===== src/rtl/nvm_pkg.sv =====
package nvm_pkg;
  typedef enum logic [2:0] {
    ST_IDLE, ST_CMD, ST_DATA, ST_READ, ST_ARM, ST_PROG, ST_STAT, ST_SKIP
  } nvm_state_e;

  localparam logic [1:0] OP_EXT   = 2'b00;
  localparam logic [1:0] OP_WRITE = 2'b01;
  localparam logic [1:0] OP_READ  = 2'b10;
  localparam logic [1:0] OP_ERASE = 2'b11;

  localparam logic [1:0] SUB_LOCK   = 2'b00;
  localparam logic [1:0] SUB_FILL   = 2'b01;
  localparam logic [1:0] SUB_CLEAR  = 2'b10;
  localparam logic [1:0] SUB_UNLOCK = 2'b11;
endpackage


===== src/rtl/nvm_pin_sync.sv =====
module nvm_pin_sync #(
  parameter int STAGES = 2
) (
  input  logic clk,
  input  logic rst,
  input  logic cs_i,
  input  logic sclk_i,
  input  logic din_i,
  output logic cs_lvl,
  output logic cs_fall,
  output logic sclk_rise,
  output logic din_lvl
);
  logic [2:0] stg [STAGES];
  logic       cs_prev, sclk_prev;

  genvar g;
  generate
    for (g = 0; g < STAGES; g++) begin : g_stage
      if (g == 0) begin : g_first
        always_ff @(posedge clk) begin
          if (rst) stg[g] <= '0;
          else     stg[g] <= {cs_i, sclk_i, din_i};
        end
      end else begin : g_next
        always_ff @(posedge clk) begin
          if (rst) stg[g] <= '0;
          else     stg[g] <= stg[g-1];
        end
      end
    end
  endgenerate

  always_ff @(posedge clk) begin
    if (rst) begin
      cs_prev   <= 1'b0;
      sclk_prev <= 1'b0;
    end else begin
      cs_prev   <= stg[STAGES-1][2];
      sclk_prev <= stg[STAGES-1][1];
    end
  end

  assign cs_lvl    = stg[STAGES-1][2];
  assign din_lvl   = stg[STAGES-1][0];
  assign cs_fall   = cs_prev & ~cs_lvl;
  assign sclk_rise = ~sclk_prev & stg[STAGES-1][1];
endmodule


===== src/rtl/nvm_prog_timer.sv =====
module nvm_prog_timer #(
  parameter int PROG_CYCLES = 4000,
  parameter int ADDR_W      = 7
) (
  input  logic              clk,
  input  logic              rst,
  input  logic              go,
  input  logic              bulk,
  output logic              done,
  output logic              wr_en,
  output logic [ADDR_W-1:0] wr_idx
);
  localparam int DEPTH = 1 << ADDR_W;
  localparam int CW    = $clog2(PROG_CYCLES + 1);
  localparam logic [CW-1:0] LAST_C  = CW'(PROG_CYCLES - 1);
  localparam logic [CW-1:0] DEPTH_C = CW'(DEPTH);

  logic          running;
  logic [CW-1:0] cnt;

  always_ff @(posedge clk) begin
    if (rst) begin
      running <= 1'b0;
      cnt     <= '0;
    end else if (go) begin
      running <= 1'b1;
      cnt     <= '0;
    end else if (running) begin
      if (cnt == LAST_C) running <= 1'b0;
      else               cnt     <= cnt + 1'b1;
    end
  end

  assign done   = running && (cnt == LAST_C);
  assign wr_en  = running && (bulk ? (cnt < DEPTH_C) : (cnt == '0));
  assign wr_idx = cnt[ADDR_W-1:0];


  cnt_range_chk: assert property (@(posedge clk) disable iff (rst)
    running |-> (cnt <= LAST_C));
endmodule


===== src/rtl/nvm_store.sv =====
module nvm_store #(
  parameter int ADDR_W = 7,
  parameter int DATA_W = 8
) (
  input  logic              clk,
  input  logic              we,
  input  logic [ADDR_W-1:0] waddr,
  input  logic [DATA_W-1:0] wdata,
  input  logic [ADDR_W-1:0] raddr,
  output logic [DATA_W-1:0] rdata
);
  localparam int DEPTH = 1 << ADDR_W;

  logic [DATA_W-1:0] mem [DEPTH];

  always_ff @(posedge clk) begin
    if (we) mem[waddr] <= wdata;
    rdata <= mem[raddr];
  end
endmodule


===== src/rtl/serial_nvm_slave.sv =====
module serial_nvm_slave
  import nvm_pkg::*;
#(
  parameter int ADDR_W      = 7,
  parameter int DATA_W      = 8,
  parameter int PROG_CYCLES = 4000,
  parameter int SYNC_STAGES = 2
) (
  input  logic clk,
  input  logic rst,
  input  logic cs_i,
  input  logic sclk_i,
  input  logic din_i,
  output logic sdo_o,
  output logic sdo_en_o
);
  localparam int CMD_BITS = 2 + ADDR_W;
  localparam int CNT_W    = $clog2(CMD_BITS + DATA_W + 1);
  localparam int RB_W     = $clog2(DATA_W + 1);
  localparam logic [CNT_W-1:0] CMD_LAST  = CNT_W'(CMD_BITS - 1);
  localparam logic [CNT_W-1:0] DATA_LAST = CNT_W'(DATA_W - 1);
  localparam logic [RB_W-1:0]  RB_LAST   = RB_W'(DATA_W);

  logic cs_lvl, cs_fall, sclk_rise, din_lvl;

  nvm_pin_sync #(.STAGES(SYNC_STAGES)) i_sync (
    .clk(clk), .rst(rst), .cs_i(cs_i), .sclk_i(sclk_i), .din_i(din_i),
    .cs_lvl(cs_lvl), .cs_fall(cs_fall), .sclk_rise(sclk_rise), .din_lvl(din_lvl)
  );

  nvm_state_e        state;
  logic              wel, bulk, go, rd_bit, sdo_q, sdo_en_q;
  logic [CNT_W-1:0]  bcnt;
  logic [CMD_BITS-1:0] cmd_sh, cmd_nx;
  logic [DATA_W-1:0] dat_sh, dat_nx, pat, rsh, q;
  logic [ADDR_W-1:0] tgt_addr, cur_addr, wr_idx, waddr;
  logic [RB_W-1:0]   rbit;
  logic              done, we;
  logic [1:0]        op_nx, sub_nx;

  always_comb begin
    cmd_nx = {cmd_sh[CMD_BITS-2:0], din_lvl};
    dat_nx = {dat_sh[DATA_W-2:0], din_lvl};
    op_nx  = cmd_nx[CMD_BITS-1 -: 2];
    sub_nx = cmd_nx[ADDR_W-1 -: 2];
  end

  nvm_prog_timer #(.PROG_CYCLES(PROG_CYCLES), .ADDR_W(ADDR_W)) i_timer (
    .clk(clk), .rst(rst), .go(go), .bulk(bulk),
    .done(done), .wr_en(we), .wr_idx(wr_idx)
  );

  assign waddr = bulk ? wr_idx : tgt_addr;

  nvm_store #(.ADDR_W(ADDR_W), .DATA_W(DATA_W)) i_store (
    .clk(clk), .we(we), .waddr(waddr), .wdata(pat),
    .raddr(cur_addr), .rdata(q)
  );

  always_ff @(posedge clk) begin
    if (rst) begin
      state    <= ST_IDLE;
      wel      <= 1'b0;
      bulk     <= 1'b0;
      go       <= 1'b0;
      bcnt     <= '0;
      cmd_sh   <= '0;
      dat_sh   <= '0;
      pat      <= '0;
      tgt_addr <= '0;
      cur_addr <= '0;
      rsh      <= '0;
      rbit     <= '0;
      rd_bit   <= 1'b0;
    end else begin
      go <= 1'b0;
      if (done) begin
        state <= ST_STAT;
      end else if (cs_fall) begin
        if (state == ST_ARM) begin
          state <= ST_PROG;
          go    <= 1'b1;
        end else if (state != ST_PROG) begin
          state <= ST_IDLE;
        end
      end else if (sclk_rise && cs_lvl) begin
        case (state)
          ST_IDLE, ST_STAT: begin
            if (din_lvl) begin
              state <= ST_CMD;
              bcnt  <= '0;
            end
          end
          ST_CMD: begin
            cmd_sh <= cmd_nx;
            bcnt   <= bcnt + 1'b1;
            if (bcnt == CMD_LAST) begin
              bcnt     <= '0;
              tgt_addr <= cmd_nx[ADDR_W-1:0];
              case (op_nx)
                OP_READ: begin
                  state    <= ST_READ;
                  cur_addr <= cmd_nx[ADDR_W-1:0];
                  rbit     <= '0;
                  rd_bit   <= 1'b0;
                end
                OP_WRITE: begin
                  bulk  <= 1'b0;
                  state <= ST_DATA;
                end
                OP_ERASE: begin
                  bulk  <= 1'b0;
                  pat   <= '1;
                  state <= wel ? ST_ARM : ST_SKIP;
                end
                default: begin
                  case (sub_nx)
                    SUB_UNLOCK: begin wel <= 1'b1; state <= ST_SKIP; end
                    SUB_LOCK:   begin wel <= 1'b0; state <= ST_SKIP; end
                    SUB_CLEAR: begin
                      bulk  <= 1'b1;
                      pat   <= '1;
                      state <= wel ? ST_ARM : ST_SKIP;
                    end
                    default: begin
                      bulk  <= 1'b1;
                      state <= ST_DATA;
                    end
                  endcase
                end
              endcase
            end
          end
          ST_DATA: begin
            dat_sh <= dat_nx;
            bcnt   <= bcnt + 1'b1;
            if (bcnt == DATA_LAST) begin
              pat   <= dat_nx;
              state <= wel ? ST_ARM : ST_SKIP;
            end
          end
          ST_READ: begin
            if (rbit == RB_LAST) begin
              rd_bit   <= 1'b0;
              rbit     <= '0;
              cur_addr <= cur_addr + 1'b1;
            end else if (rbit == '0) begin
              rd_bit <= q[DATA_W-1];
              rsh    <= {q[DATA_W-2:0], 1'b0};
              rbit   <= rbit + 1'b1;
            end else begin
              rd_bit <= rsh[DATA_W-1];
              rsh    <= {rsh[DATA_W-2:0], 1'b0};
              rbit   <= rbit + 1'b1;
            end
          end
          default: ;
        endcase
      end
    end
  end

  always_ff @(posedge clk) begin
    if (rst) begin
      sdo_q    <= 1'b0;
      sdo_en_q <= 1'b0;
    end else begin
      sdo_en_q <= cs_lvl && (state inside {ST_READ, ST_PROG, ST_STAT});
      sdo_q    <= (state == ST_READ) ? rd_bit : (state == ST_STAT);
    end
  end

  assign sdo_o    = sdo_q;
  assign sdo_en_o = sdo_en_q;


  prog_gate_chk: assert property (@(posedge clk) disable iff (rst)
    we |-> wel);


  hiz_chk: assert property (@(posedge clk) disable iff (rst)
    !cs_lvl |=> !sdo_en_q);


  rd_step_chk: assert property (@(posedge clk) disable iff (rst)
    (state == ST_READ && $past(state) == ST_READ && cur_addr != $past(cur_addr))
      |-> (cur_addr == $past(cur_addr) + 1'b1));


  busy_lock_chk: assert property (@(posedge clk) disable iff (rst)
    (state == ST_PROG && !done) |=> (state == ST_PROG));


  wel_hold_chk: assert property (@(posedge clk) disable iff (rst)
    (state == ST_PROG) |=> $stable(wel));
endmodule


===== config.mk =====
export PLATFORM = sky130hd
export DESIGN_NAME = serial_nvm_slave
export DESIGN_NICKNAME = d
export VERILOG_FILES = /design/src/rtl/nvm_pkg.sv /design/src/rtl/nvm_pin_sync.sv /design/src/rtl/nvm_prog_timer.sv /design/src/rtl/nvm_store.sv /design/src/rtl/serial_nvm_slave.sv
export SDC_FILE = /design/constraint.sdc
export NUM_CORES = 1
export LEC_CHECK = 0
export BUFFER_PORTS_ARGS = -buffer_cell sky130_fd_sc_hd__clkbuf_2
export CAP_MARGIN = 10
export CORE_MARGIN = 2
export CORE_UTILIZATION = 30
export DETAILED_ROUTE_END_ITERATION = 12
export REMOVE_ABC_BUFFERS = 1
export SLEW_MARGIN = 30
export SYNTH_ARGS = -nofsm -noshare
export SYNTH_HDL_FRONTEND = slang
export SYNTH_SLANG_ARGS = --single-unit

===== constraint.sdc =====
create_clock -name clk -period 3 [get_ports clk]
set_clock_uncertainty 0.05 [all_clocks]
set_input_delay 0.3 -clock clk [delete_from_list [all_inputs] [get_ports clk]]
set_output_delay 0.3 -clock clk [all_outputs]
set_load 0.01 [all_outputs]

==> results of run 1 <==
-- cells in the mapped netlist, types with 16 or more instances --
| library cell | number | area, um^2 |
|---|---|---|
| sky130_fd_sc_hd__dfxtp_1 | 91 | 1820 |
| sky130_fd_sc_hd__mux2_2 | 17 | 191 |
| sky130_fd_sc_hd__buf_6 | 16 | 180 |
| sky130_fd_sc_hd__nor2_1 | 216 | 811 |
| sky130_fd_sc_hd__mux4_2 | 176 | 3960 |
| sky130_fd_sc_hd__a211oi_1 | 17 | 128 |
| sky130_fd_sc_hd__a31oi_1 | 16 | 100 |
| sky130_fd_sc_hd__inv_1 | 24 | 90.1 |
| sky130_fd_sc_hd__buf_2 | 38 | 190 |
| sky130_fd_sc_hd__clkbuf_1 | 49 | 184 |
| sky130_fd_sc_hd__edfxtp_1 | 1024 | 30700 |
| sky130_fd_sc_hd__mux2i_1 | 238 | 2380 |
| sky130_fd_sc_hd__a221oi_1 | 27 | 236 |
| sky130_fd_sc_hd__a21oi_1 | 52 | 260 |
| sky130_fd_sc_hd__nand3_1 | 27 | 135 |
| sky130_fd_sc_hd__nor2b_1 | 20 | 125 |
| sky130_fd_sc_hd__a22oi_1 | 41 | 308 |
| sky130_fd_sc_hd__nand2_1 | 95 | 357 |
| sky130_fd_sc_hd__o21ai_0 | 37 | 185 |
| sky130_fd_sc_hd__buf_1 | 18 | 67.6 |
-- worst max-delay path, delay by kind of cell (launching register included) --
| family | cells | cell delay [ns] |
|---|---|---|
| buffers and inverters | 2 | 0.47 |
| AND/OR/NAND/NOR | 5 | 1.57 |
| flip-flops | 1 | 0.36 |
-- timing repair --
item / in CTS / in global routing
setup buffers: 0 / 0
endpoints found under the hold margin: 3 / 0
hold buffers: 3 / 0
-- cell usage in the layout (no fill, tap or decap), types with 8 or more instances in the layout --
cell,netlist,final
sky130_fd_sc_hd__a211oi_1,17,17
sky130_fd_sc_hd__a21oi_1,52,52
sky130_fd_sc_hd__a221oi_1,27,27
sky130_fd_sc_hd__a22oi_1,41,41
sky130_fd_sc_hd__a31oi_1,16,16
sky130_fd_sc_hd__a32o_1,9,9
sky130_fd_sc_hd__a32oi_1,9,9
sky130_fd_sc_hd__and3_1,13,13
sky130_fd_sc_hd__buf_12,1,26
sky130_fd_sc_hd__buf_4,14,228
sky130_fd_sc_hd__bufinv_16,0,8
sky130_fd_sc_hd__clkbuf_1,49,26
sky130_fd_sc_hd__clkbuf_16,0,114
sky130_fd_sc_hd__clkinv_1,1,31
sky130_fd_sc_hd__clkinv_2,0,23
sky130_fd_sc_hd__dfxtp_1,91,80
sky130_fd_sc_hd__dfxtp_4,0,11
sky130_fd_sc_hd__edfxtp_1,1024,1024
sky130_fd_sc_hd__ha_1,14,14
sky130_fd_sc_hd__inv_1,24,24
sky130_fd_sc_hd__mux2_2,17,17
sky130_fd_sc_hd__mux2i_1,238,238
sky130_fd_sc_hd__mux4_2,176,176
sky130_fd_sc_hd__nand2_1,95,95
sky130_fd_sc_hd__nand2b_1,9,9
sky130_fd_sc_hd__nand3_1,27,27
sky130_fd_sc_hd__nand4_1,10,10
sky130_fd_sc_hd__nor2_1,216,215
sky130_fd_sc_hd__nor2b_1,20,18
sky130_fd_sc_hd__nor4_1,9,9
sky130_fd_sc_hd__o211ai_1,10,10
sky130_fd_sc_hd__o21ai_0,37,37
sky130_fd_sc_hd__o22a_1,12,12
sky130_fd_sc_hd__o22ai_1,11,11
sky130_fd_sc_hd__xor2_1,8,8
-- metal layers --
metal | GRT usage | share of wire | vias to the layer above
met5 | 0 | 0 | -
met4 | 0.0374 | 0.021 | 0
met3 | 0.0214 | 0.050 | 142
met2 | 0.228 | 0.49 | 601
met1 | 0.185 | 0.44 | 12100
li1 | - | - | 10300
-- through the flow --
stage / worst slack [ns] / setup TNS, ns / hold WS, ns
5_1_grt: 0.105 / 0 / 0.136
2_1_floorplan: -11.45 / -166.43 / 0.319
6_report: 0.243 / 0 / 0.0918
4_1_cts: 0.240 / 0 / 0.0872
3_5_place_dp: 0.242 / 0 / 0.378
3_3_place_gp: 0.209 / 0 / 0.377
-- layout make-up --
class                           instances  area, um^2
Clock buffer                          140        2950
Clock inverter                         69         566
Fill cell                           13700       94400
Inverter                               25        93.8
Multi-Input combinational cell       1173       10800
Sequential cell                      1115       32600
Tap cell                             1917        2400
Timing Repair Buffer                  263        2290
-- worst paths after layout --
| check | startpoint | end | cells after the start |
|---|---|---|---|
| max reg2reg | i_timer.cnt[7] | i_store.mem[104][6] | 7 |
| max | i_timer.cnt[7] | i_store.mem[104][6] | 7 |
| min reg2reg | i_sync.stg[0][0] | i_sync.stg[1][0] | 1 |
| min | rst | dat_sh[0] | 2 |
-- power by group through the flow --
stage	clock, mW	combinational (mW)	sequential (mW)
detailed placement	0	0.0431	17.0
finish	13.5	0.0462	16.7
global placement	0	0.0427	17.0
floorplan	0	0.0199	17.0
global route	14.4	0.0508	16.7
CTS	13.7	0.0464	16.7
-- cells by family after synthesis --
family | count (synthesis) | share of synthesized area
compound gates | 265 | 0.0416
xor+xnor | 14 | 0.00277
fa+ha+maj | 14 | 0.00396
mux | 431 | 0.148
flops | 1115 | 0.736
simple gates | 449 | 0.0468
buf+inv | 168 | 0.0214
-- sequential cells by signal, summed over array words and instances, names as in the netlist, 4 cells and up --
register and cells:
pat 8, tgt_addr 7, dat_sh 7, rsh 7, bcnt 5, i_store.mem 1024, cur_addr 7, cmd_sh 8
i_timer.cnt 12, rbit 4, i_store.rdata 8, i_sync.stg 6
==> metrics.md, run 1 <==
| Metric | Value |
|---|---|
| Crit-path most repeated cell | `sky130_fd_sc_hd__buf_4` |
| TritonCTS sink count | `1115` |
| Setup Crit Path Kind | `reg -> reg` |
| Count of flip-flops with a built-in enable after synthesis | `1024` |
| FF-to-FF setup slack | `between 0.2 and 0.25 ns` |
| Number of max-cap violations | `0` |
| Gr usage total | `0.137` |
| Chip Width | `388 um` |
| First-pass GRT wire length | `156 mm` |
| Util after Layout | `0.354` |
| Worst Path Required | `3.34 ns` |
| Count of TritonRoute iterations in the first routing pass | `5` |
| Fraction of power spent switching nets | `0.194` |
| Net total in the final layout | `2709` |
| Max rail drop VDD | `~0.00047 V` |
| Max clock buf depth | `3` |
| Comb pwr share | `0.002` |
| Internal power consumption | `24.4 mW` |
| Level count of the clock H-tree | `3` |
| GP Congestion | `0.813` |
| Final cell area excluding filler cells | `about 52000 um^2` |
| Mean Syn Cell Area | `18.0 um^2` |
| Synth Cell Area | `44300 um^2` |
| Via count normalized by instance count | `about 4.9` |
| Number of setup violations in the final report | `0` |
| PD cells | `584 nW/um^2` |
| Total core area | `146000 um^2` |
| Net Switching | `5.85 mW` |
| Number of register bits inferred by synthesis | `~1100` |
| Clock tree root driver cell | `sky130_fd_sc_hd__clkbuf_16` |
| Unrepaired setup endpoints after global routing | `no` |
| DIE HEIGHT | `388 um` |
| Fraction of final layout cells sized beyond drive strength 1 | `0.230` |
| Highest fanout seen on the critical path | `8` |
| CP max stage cell | `sky130_fd_sc_hd__or4_1` |
| Routed WL per cell | `22.2 um` |
| Clock tree from TritonCTS | `done` |
| Post-layout instance count excluding filler cells | `4702` |
| Max transition margin | `0.454` |
| Result of the run | `finished clean` |
| Placed Area | `48100 um^2` |
| Number of port buffers | `6` |
| Fmax | `363 MHz` |
| Post-synthesis sequential area ratio | `0.736` |
| Detailed-route DRC error count | `0` |
| Count of antenna diodes in the layout | `0` |
| List of cells traversed by the critical path | `or4_1 > or3_1 > nor2_2 > nand2_2 > buf_4 > nor2_1 > buf_4` |
| Leak pwr | `about 16 nW` |
| Number of nets still failing antenna checks after routing | `0` |
| Skew-Pair Late Insertion Delay | `0.70 ns` |
| Capturing element type of the critical path | `register` |
| Number of hold-slack violations in the final timing report | `0` |
| Post-route fraction of the period consumed by the critical path | `0.919` |
| Share of total power in the clock network | `0.445` |
| Cell variety after synth | `68` |
| Pin count of the biggest net entering global routing | `93` |
| Arrival time at the worst endpoint | `3.10 ns` |
| PostCTS Resize Cnt | `0` |
| Clock edge transition at the registers on the reported setup and hold paths | `about 0.06 ns` |
| Total instance count after detailed placement | `4489` |
| Share of synthesized flip-flops with an asynchronous set or reset | `0` |
| Overall power after layout | `30.2 mW` |
| 1st-iter DRT viols | `1990` |
| Die Area | `151000 um^2` |
| Yosys Warn Count | `0` |
| Half-perimeter wire length after detailed placement | `around 67 mm` |
| Site Rows | `140` |
| Max-slew violation count | `0` |
| Vias post-DR | `around 23000` |
| Worst path max stage delay | `around 0.50 ns` |
| Number of buffers inserted during clock tree synthesis | `112` |
| Synthesis-to-layout area growth | `16.8%` |
| Startpoint types | `register` |
| Initial antenna violation count | `0` |
| Worst slew pin tran | `0.819 ns` |
| Class of the tightest hold or removal check | `in -> reg` |
| Vias in the first global route | `about 24000` |
| Number of top-level design ports | `7` |
| Part of the power in registers | `0.553` |
| Most frequently used flop master after synthesis | `sky130_fd_sc_hd__edfxtp_1` |
| Fin crit period | `~2.8 ns` |
| GR Overflow Total | `0` |
| Initial standard-cell utilization of the core | `0.303` |
| Total length of routed wires | `104 mm` |
| Number of instances in the synthesized netlist | `~2500` |
No activity file was read; power rests on OpenSTA's default activity.
==> run 2: changes to the inputs <==
- ABC_CLOCK_PERIOD_IN_PS: unset -> 3000
- CORE_UTILIZATION: 30 -> 40
==> run 2 against run 1 <==
Compared with the run above: register-to-register slack worse by 0.05 ns; clock power rose by 11%; sequential share of layout area grew 0.17 points; critical path depth unchanged; fmax down 1.7%; global-route usage rose by 5.0 points; critical endpoint is now i_store.mem[0][5]; utilization is 11 points higher.
==> metrics.md, run 2 (same netlist as run 1, synthesis figures left out) <==
| Metric | Value |
|---|---|
| Skew-Pair Late Insertion Delay | `0.69 ns (about the same)` |
| Internal power consumption | `25.9 mW (+6.2%)` |
| Number of max-cap violations | `0 (unchanged)` |
| List of cells traversed by the critical path | `or4_1 > or3_1 > nor2_2 > nand2_2 > buf_4 > nor2_1 > buf_4` |
| GR Overflow Total | `0 (unchanged)` |
| Number of setup violations in the final report | `0 (unchanged)` |
| Count of TritonRoute iterations in the first routing pass | `9 (+4)` |
| Initial standard-cell utilization of the core | `0.402 (+0.0986)` |
| Share of total power in the clock network | `0.472 (+0.027)` |
| Level count of the clock H-tree | `3 (unchanged)` |
| Total length of routed wires | `106 mm (+1.6%)` |
| Pre-CTS setup slack | `0.208 ns (-0.0341 ns)` |
| Startpoint of the worst hold path | `rst` |
| Synthesis-to-layout area growth | `16.5%` |
| Worst slew pin tran | `0.857 ns (+0.0380 ns)` |
| Setup Crit Path Kind | `reg -> reg` |
| Capture point of the worst reg-to-reg path | `i_store.mem[0][5]` |
| Net total in the final layout | `2706 (-0.11%)` |
| Max reg flops | `1024 (unchanged)` |
| Max rail drop VDD | `0.000488 V (+3.6%)` |
| Largest registers | `i_store.mem: 1024 flops, i_timer.cnt: 12 flops` |
| TritonCTS sink count | `1115 (unchanged)` |
| Arrival time at the worst endpoint | `3.15 ns (+0.05 ns)` |
| Post-route fraction of the period consumed by the critical path | `0.935 (+0.0160)` |
| 1st-iter DRT viols | `1875 (-5.8%)` |
| Count of antenna diodes in the layout | `0 (unchanged)` |
| Comb pwr share | `0.001 (about the same)` |
| Startpoint types | `register` |
| DIE HEIGHT | `337 um (-13%)` |
| Detailed-route DRC error count | `0 (unchanged)` |
| Chip Width | `337 um (-13%)` |
| PD cells | `616 nW/um^2 (+5.4%)` |
| Leak pwr | `16.2 nW (+1.2%)` |
| Routed WL per cell | `24.8 um (+12%)` |
| Pin count of the biggest net entering global routing | `130 (+40%)` |
| Initial antenna violation count | `3 (+3)` |
| Placed Area | `47500 um^2 (-1.3%)` |
| Via count normalized by instance count | `5.49 (+12%)` |
| Final critical-path setup slack | `0.195 ns (-0.0481 ns)` |
| Origin of the critical flop-to-flop path | `i_timer.cnt[7]` |
| Worst path max stage delay | `0.50 ns (about the same)` |
| Clock tree from TritonCTS | `done` |
| Most common cell after layout, fill and taps aside | `sky130_fd_sc_hd__edfxtp_1` |
| Number of nets still failing antenna checks after routing | `0 (unchanged)` |
| Clock edge transition at the registers on the reported setup and hold paths | `0.06 ns (about the same)` |
| Total core area | `110000 um^2 (-25%)` |
| Worst Path Buf+Inv | `2 (unchanged)` |
| Sum Neg Setup Slack | `0 ns (unchanged)` |
| Most frequent cells in the layout | `sky130_fd_sc_hd__edfxtp_1, sky130_fd_sc_hd__mux2i_1, sky130_fd_sc_hd__buf_4, sky130_fd_sc_hd__nor2_1, sky130_fd_sc_hd__mux4_2` |
| Fmax | `357 MHz (-1.7%)` |
| Depth of the worst register-to-register path | `7 (unchanged)` |
| # Post-CTS Setup Buffers | `0 (unchanged)` |
| Gr usage total | `0.187 (+0.0504)` |
| Cell family contributing the most delay on the critical path | `simple AND/OR/NAND/NOR gates` |
| Worst Path Required | `3.34 ns (about the same)` |
| GRT met1 Usage | `0.254 (+0.0690)` |
| FF-to-FF setup slack | `0.20 ns (-0.05 ns)` |
| Met3 usage in global routing | `0.0283 (+0.00689)` |
| Highest fanout seen on the critical path | `8 (unchanged)` |
| Vias post-DR | `23500 (+1.6%)` |
| Register with the most flip-flops | `i_store.mem` |
| Number of port buffers | `6 (unchanged)` |
| Crit-path most repeated cell | `sky130_fd_sc_hd__buf_4` |
| Fraction of final layout cells sized beyond drive strength 1 | `0.238 (+0.00853)` |
| Result of the run | `finished clean` |
| Number of buffers inserted during clock tree synthesis | `112 (unchanged)` |
| Global routing usage on met2 | `0.314 (+0.0866)` |
| Number of hold-slack violations in the final timing report | `0 (unchanged)` |
| First-pass GRT wire length | `157 mm (+0.56%)` |
| Fraction of power spent switching nets | `0.186 (-0.00809)` |
| CP max stage cell | `sky130_fd_sc_hd__or4_1` |
| Filler Cell Count | `9273 (-32%)` |
| Overall power after layout | `31.8 mW (+5.1%)` |
| Half-perimeter wire length after detailed placement | `66.1 mm (-0.87%)` |
| PostCTS Resize Cnt | `0 (unchanged)` |
| Part of the power in registers | `0.526 (-0.027)` |
| Hold Path Depth | `2 (unchanged)` |
| Max-slew violation count | `0 (unchanged)` |
| Die Area | `113000 um^2 (-25%)` |
| Class of the tightest hold or removal check | `in -> reg` |
| Site Rows | `122 (-13%)` |
| Clock tree root driver cell | `sky130_fd_sc_hd__clkbuf_16` |
| GRT busiest layer | `met2` |
| Capturing element type of the critical path | `register` |
| Fin crit period | `2.80 ns (+0.0481 ns)` |
| Hold-fix buffers at CTS | `3 (unchanged)` |
| Number of top-level design ports | `7 (unchanged)` |
| GP Congestion | `0.824 (+1.4%)` |
| Max clock buf depth | `3 (unchanged)` |
| Final cell area excluding filler cells | `51600 um^2 (-0.27%)` |
| Vias in the first global route | `24000 (+1.9%)` |
| Net Switching | `5.89 mW (+0.72%)` |
| Endpoint, Worst Hold | `cmd_sh[7]` |
| Unrepaired setup endpoints after global routing | `no` |
| Max transition margin | `0.429 (-0.0253)` |
[run 2: cell types whose count changed in the layout (fill, tap and decap cells not counted), sizes merged]
cell      delta
clkinvlp     +5
clkinv      -11
inv          -2
clkbuf       -4
bufinv      +16
buf          -3
[run 2: power by group through the flow]
| stage | combinational [mW] | clock (mW) | sequential [mW] |
|---|---|---|---|
| CTS | 0.0463 | 15.2 | 16.7 |
| global route | 0.0515 | 15.9 | 16.7 |
| detailed placement | 0.0430 | 0 | 17.0 |
| finish | 0.0469 | 15.0 | 16.7 |
| floorplan | 0.0199 | 0 | 17.0 |
| global placement | 0.0412 | 0 | 17.0 |
[run 2: stage by stage]
step | instances | hold WS (ns) | utilization
floorplan | 2313 | 0.319 | -
global placement | 4058 | 0.372 | 0.431
finish | 4274 | 0.149 | 0.468
detailed placement | 4058 | 0.379 | 0.431
global route | 4274 | 0.186 | 0.468
CTS | 4274 | 0.130 | 0.468
[run 2: layer usage]
metal,up-vias,routed length (um)
met3,152,6900
met2,831,52500
li1,10300,-
met4,6,2340
met5,-,41
met1,12200,44100
[run 2: worst reg2reg max path: stages, from the launching register on]
cell,delay [ns]
sky130_fd_sc_hd__dfxtp_1,0.35
sky130_fd_sc_hd__or4_1,0.50
sky130_fd_sc_hd__or3_1,0.38
sky130_fd_sc_hd__nor2_2,0.28
sky130_fd_sc_hd__nand2_2,0.31
sky130_fd_sc_hd__buf_4,0.33
sky130_fd_sc_hd__nor2_1,0.13
sky130_fd_sc_hd__buf_4,0.19
[run 2: cell type report]
class	count	area, um^2	share of cell area
flip-flops and latches	1115	32600	0.633
inverters	25	93.8	0.00182
well taps	1488	1860	0.0361
clock inverters	77	1040	0.0201
clock buffers	136	2980	0.0579
multi-input cells	1173	10800	0.209
repair buffers	260	2190	0.0426
[run 2: how the worst max path moves through the flow]
stage	from	endpoint	depth (start not counted)
after CTS	cur_addr[0]	i_store.rdata[6]	7
after detailed placement	i_timer.cnt[7]	i_store.mem[0][5]	7
after floorplan	cur_addr[0]	cur_addr[6]	6
after global routing	cur_addr[0]	i_store.rdata[6]	7
after global placement	i_timer.cnt[7]	i_store.mem[88][5]	7
final	i_timer.cnt[7]	i_store.mem[0][5]	7
==> run 3: changes to the inputs <==
- CORE_MARGIN: 2 -> 1
- GPL_TIMING_DRIVEN: unset -> 1
==> run 3 against run 2 <==
Compared with the run above: register-to-register slack got worse by 0.14 ns; wire length increased by 1.7%; total power shrank 3.3%; die area decreased by 1.2%; utilization rose by 0.31 points; non-clock buffer count is 10 higher.
==> metrics.md, run 3 (same netlist as run 1, synthesis figures left out) <==
| Metric | Value |
|---|---|
| Synthesis-to-layout area growth | `16.3%` |
| Fin crit period | `2.95 ns (+0.140 ns)` |
| Startpoint of the worst hold path | `rst` |
| Filler Cell Count | `9205 (-0.73%)` |
| Total core area | `109000 um^2 (-0.82%)` |
| Sum Neg Setup Slack | `0 ns (unchanged)` |
| Overall power after layout | `30.7 mW (-3.3%)` |
| Area used by multi-input combinational logic | `10800 um^2 (+0.59%)` |
| Pin count of the biggest net entering global routing | `87 (-33%)` |
| Total length of routed wires | `108 mm (+1.7%)` |
| PD cells | `596 nW/um^2 (-3.2%)` |
| Largest registers | `i_store.mem: 1024 flops, i_timer.cnt: 12 flops` |
| Routed WL per cell | `25.2 um (+1.9%)` |
| Max clock buf depth | `3 (unchanged)` |
| Level count of the clock H-tree | `3 (unchanged)` |
| Detailed-route DRC error count | `0 (unchanged)` |
| Vias post-DR | `23300 (-0.60%)` |
| Fraction of final layout cells sized beyond drive strength 1 | `0.238 (-0.000342)` |
| Endpoint, Worst Hold | `dat_sh[6]` |
| Max-slew violation count | `0 (unchanged)` |
| Pre-CTS setup slack | `-0.255 ns (-0.463 ns)` |
| Leak pwr | `16.2 nW (-0.41%)` |
| Placed Area | `47700 um^2 (+0.36%)` |
| Skew-Pair Late Insertion Delay | `0.69 ns (about the same)` |
| Class of the tightest hold or removal check | `in -> reg` |
| Final cell area excluding filler cells | `51500 um^2 (-0.16%)` |
| Count of TritonRoute iterations in the first routing pass | `8 (-1)` |
| Number of hold-slack violations in the final timing report | `0 (unchanged)` |
| Number of port buffers | `6 (unchanged)` |
| Hold Path Depth | `2 (unchanged)` |
| Number of max-cap violations | `0 (unchanged)` |
| Net total in the final layout | `2716 (+0.37%)` |
| Count of antenna diodes in the layout | `0 (unchanged)` |
| Initial antenna violation count | `5 (+2)` |
| Number of setup violations in the final report | `0 (unchanged)` |
| Flip-flop and latch area | `32600 um^2 (unchanged)` |
| Arrival time at the worst endpoint | `3.53 ns (+0.38 ns)` |
| Final worst hold slack | `0.168 ns (+0.0194 ns)` |
| Half-perimeter wire length after detailed placement | `68.0 mm (+2.9%)` |
| Highest fanout seen on the critical path | `53 (+45)` |
| FF-to-FF setup slack | `0.05 ns (-0.14 ns)` |
| GR Overflow Total | `0 (unchanged)` |
| Gr usage total | `0.194 (+0.00684)` |
| TritonCTS sink count | `1115 (unchanged)` |
| 1st-iter DRT viols | `2281 (+22%)` |
| GP Congestion | `0.866 (+5.1%)` |
| Startpoint types | `register` |
| Most frequent cells in the layout | `sky130_fd_sc_hd__edfxtp_1, sky130_fd_sc_hd__mux2i_1, sky130_fd_sc_hd__buf_4, sky130_fd_sc_hd__nor2_1, sky130_fd_sc_hd__mux4_2` |
| Clock tree from TritonCTS | `done` |
| Site Rows | `121 (-0.82%)` |
| Depth of the worst register-to-register path | `8 (+1)` |
| Origin of the critical flop-to-flop path | `cur_addr[0]` |
| Clock edge transition at the registers on the reported setup and hold paths | `0.06 ns (about the same)` |
| Number of nets still failing antenna checks after routing | `0 (unchanged)` |
| Worst Path Required | `3.59 ns (+0.25 ns)` |
| Max rail drop VDD | `0.000514 V (+5.4%)` |
| Register with the most flip-flops | `i_store.mem` |
| Final critical-path setup slack | `0.0549 ns (-0.140 ns)` |
| Max transition margin | `0.410 (-0.0187)` |
| Initial standard-cell utilization of the core | `0.405 (+0.00332)` |
| Result of the run | `finished clean` |
| Post-route fraction of the period consumed by the critical path | `0.982 (+0.0468)` |
| Worst slew pin tran | `0.885 ns (+0.0281 ns)` |
| Number of buffers inserted during clock tree synthesis | `112 (unchanged)` |
| Fmax | `340 MHz (-4.8%)` |
| Number of top-level design ports | `7 (unchanged)` |
| Capturing element type of the critical path | `register` |
| Most common cell after layout, fill and taps aside | `sky130_fd_sc_hd__edfxtp_1` |
| # Post-CTS Setup Buffers | `0 (unchanged)` |
| Capture point of the worst reg-to-reg path | `i_store.rdata[4]` |
| Clock tree root driver cell | `sky130_fd_sc_hd__clkbuf_16` |
| DIE HEIGHT | `335 um (-0.59%)` |
| Max reg flops | `1024 (unchanged)` |
| Chip Width | `335 um (-0.59%)` |
| Setup Crit Path Kind | `reg -> reg` |
| Die Area | `112000 um^2 (-1.2%)` |
| Via count normalized by instance count | `5.47 (-0.41%)` |
| Vias in the first global route | `23800 (-0.87%)` |
| First-pass GRT wire length | `160 mm (+2.1%)` |
-- run 3: area by class of cell --
cell class              count  area share
repair buffers            270      0.0463
clock inverters            61      0.0124
flip-flops and latches   1115       0.634
clock buffers             146      0.0596
multi-input cells        1173       0.211
inverters                  25     0.00182
well taps                1476      0.0359
-- run 3: repair_timing --
item	4_1_cts	5_1_grt
endpoints found under the hold margin	3	0
endpoints found under the setup margin	2	4
hold buffers	3	0
gates resized for setup	3	5
-- run 3: report_power, final --
group / internal, mW / total (mW) / switching, mW / leakage [nW]
sequential: 16.7 / 16.7 / 0.00567 / 10.2
clock: 8.15 / 13.9 / 5.80 / 1.80
combinational: 0.0157 / 0.0463 / 0.0306 / 4.13
-- run 3: how the worst max path moves through the flow --
| stage | start | end | slack (ns) | depth (start not counted) |
|---|---|---|---|---|
| 4_1_cts | cur_addr[0] | i_store.rdata[6] | 0.02 | 8 |
| 6_report | cur_addr[0] | i_store.rdata[4] | 0.05 | 8 |
| 2_1_floorplan | cur_addr[0] | cur_addr[6] | -11.45 | 6 |
| 5_1_grt | cur_addr[0] | i_store.rdata[1] | -0.006 | 8 |
| 3_3_place_gp | cur_addr[0] | i_store.rdata[4] | -0.24 | 8 |
| 3_5_place_dp | cur_addr[0] | i_store.rdata[4] | -0.25 | 8 |
-- run 3: critical path, stage by stage, from the launching register on --
cell                      delay (ns)
sky130_fd_sc_hd__dfxtp_4        0.52
sky130_fd_sc_hd__buf_12         0.23
sky130_fd_sc_hd__buf_12         0.36
sky130_fd_sc_hd__buf_4          0.32
sky130_fd_sc_hd__mux2i_1        0.11
sky130_fd_sc_hd__a22oi_1        0.32
sky130_fd_sc_hd__nand3_1        0.23
sky130_fd_sc_hd__a32oi_4        0.50
sky130_fd_sc_hd__o22a_1         0.20
-- run 3: per-stage QoR --
stage,cells,utilization
floorplan,2313,-
global placement,4056,0.436
detailed placement,4056,0.436
CTS,4266,0.471
global route,4266,0.471
finish,4266,0.471
-- run 3: per-layer routing --
layer  track usage  wire length (um)
met5             0                26
met4        0.0485              2270
met3        0.0303              7410
met2         0.323             52800
met1         0.267             45100
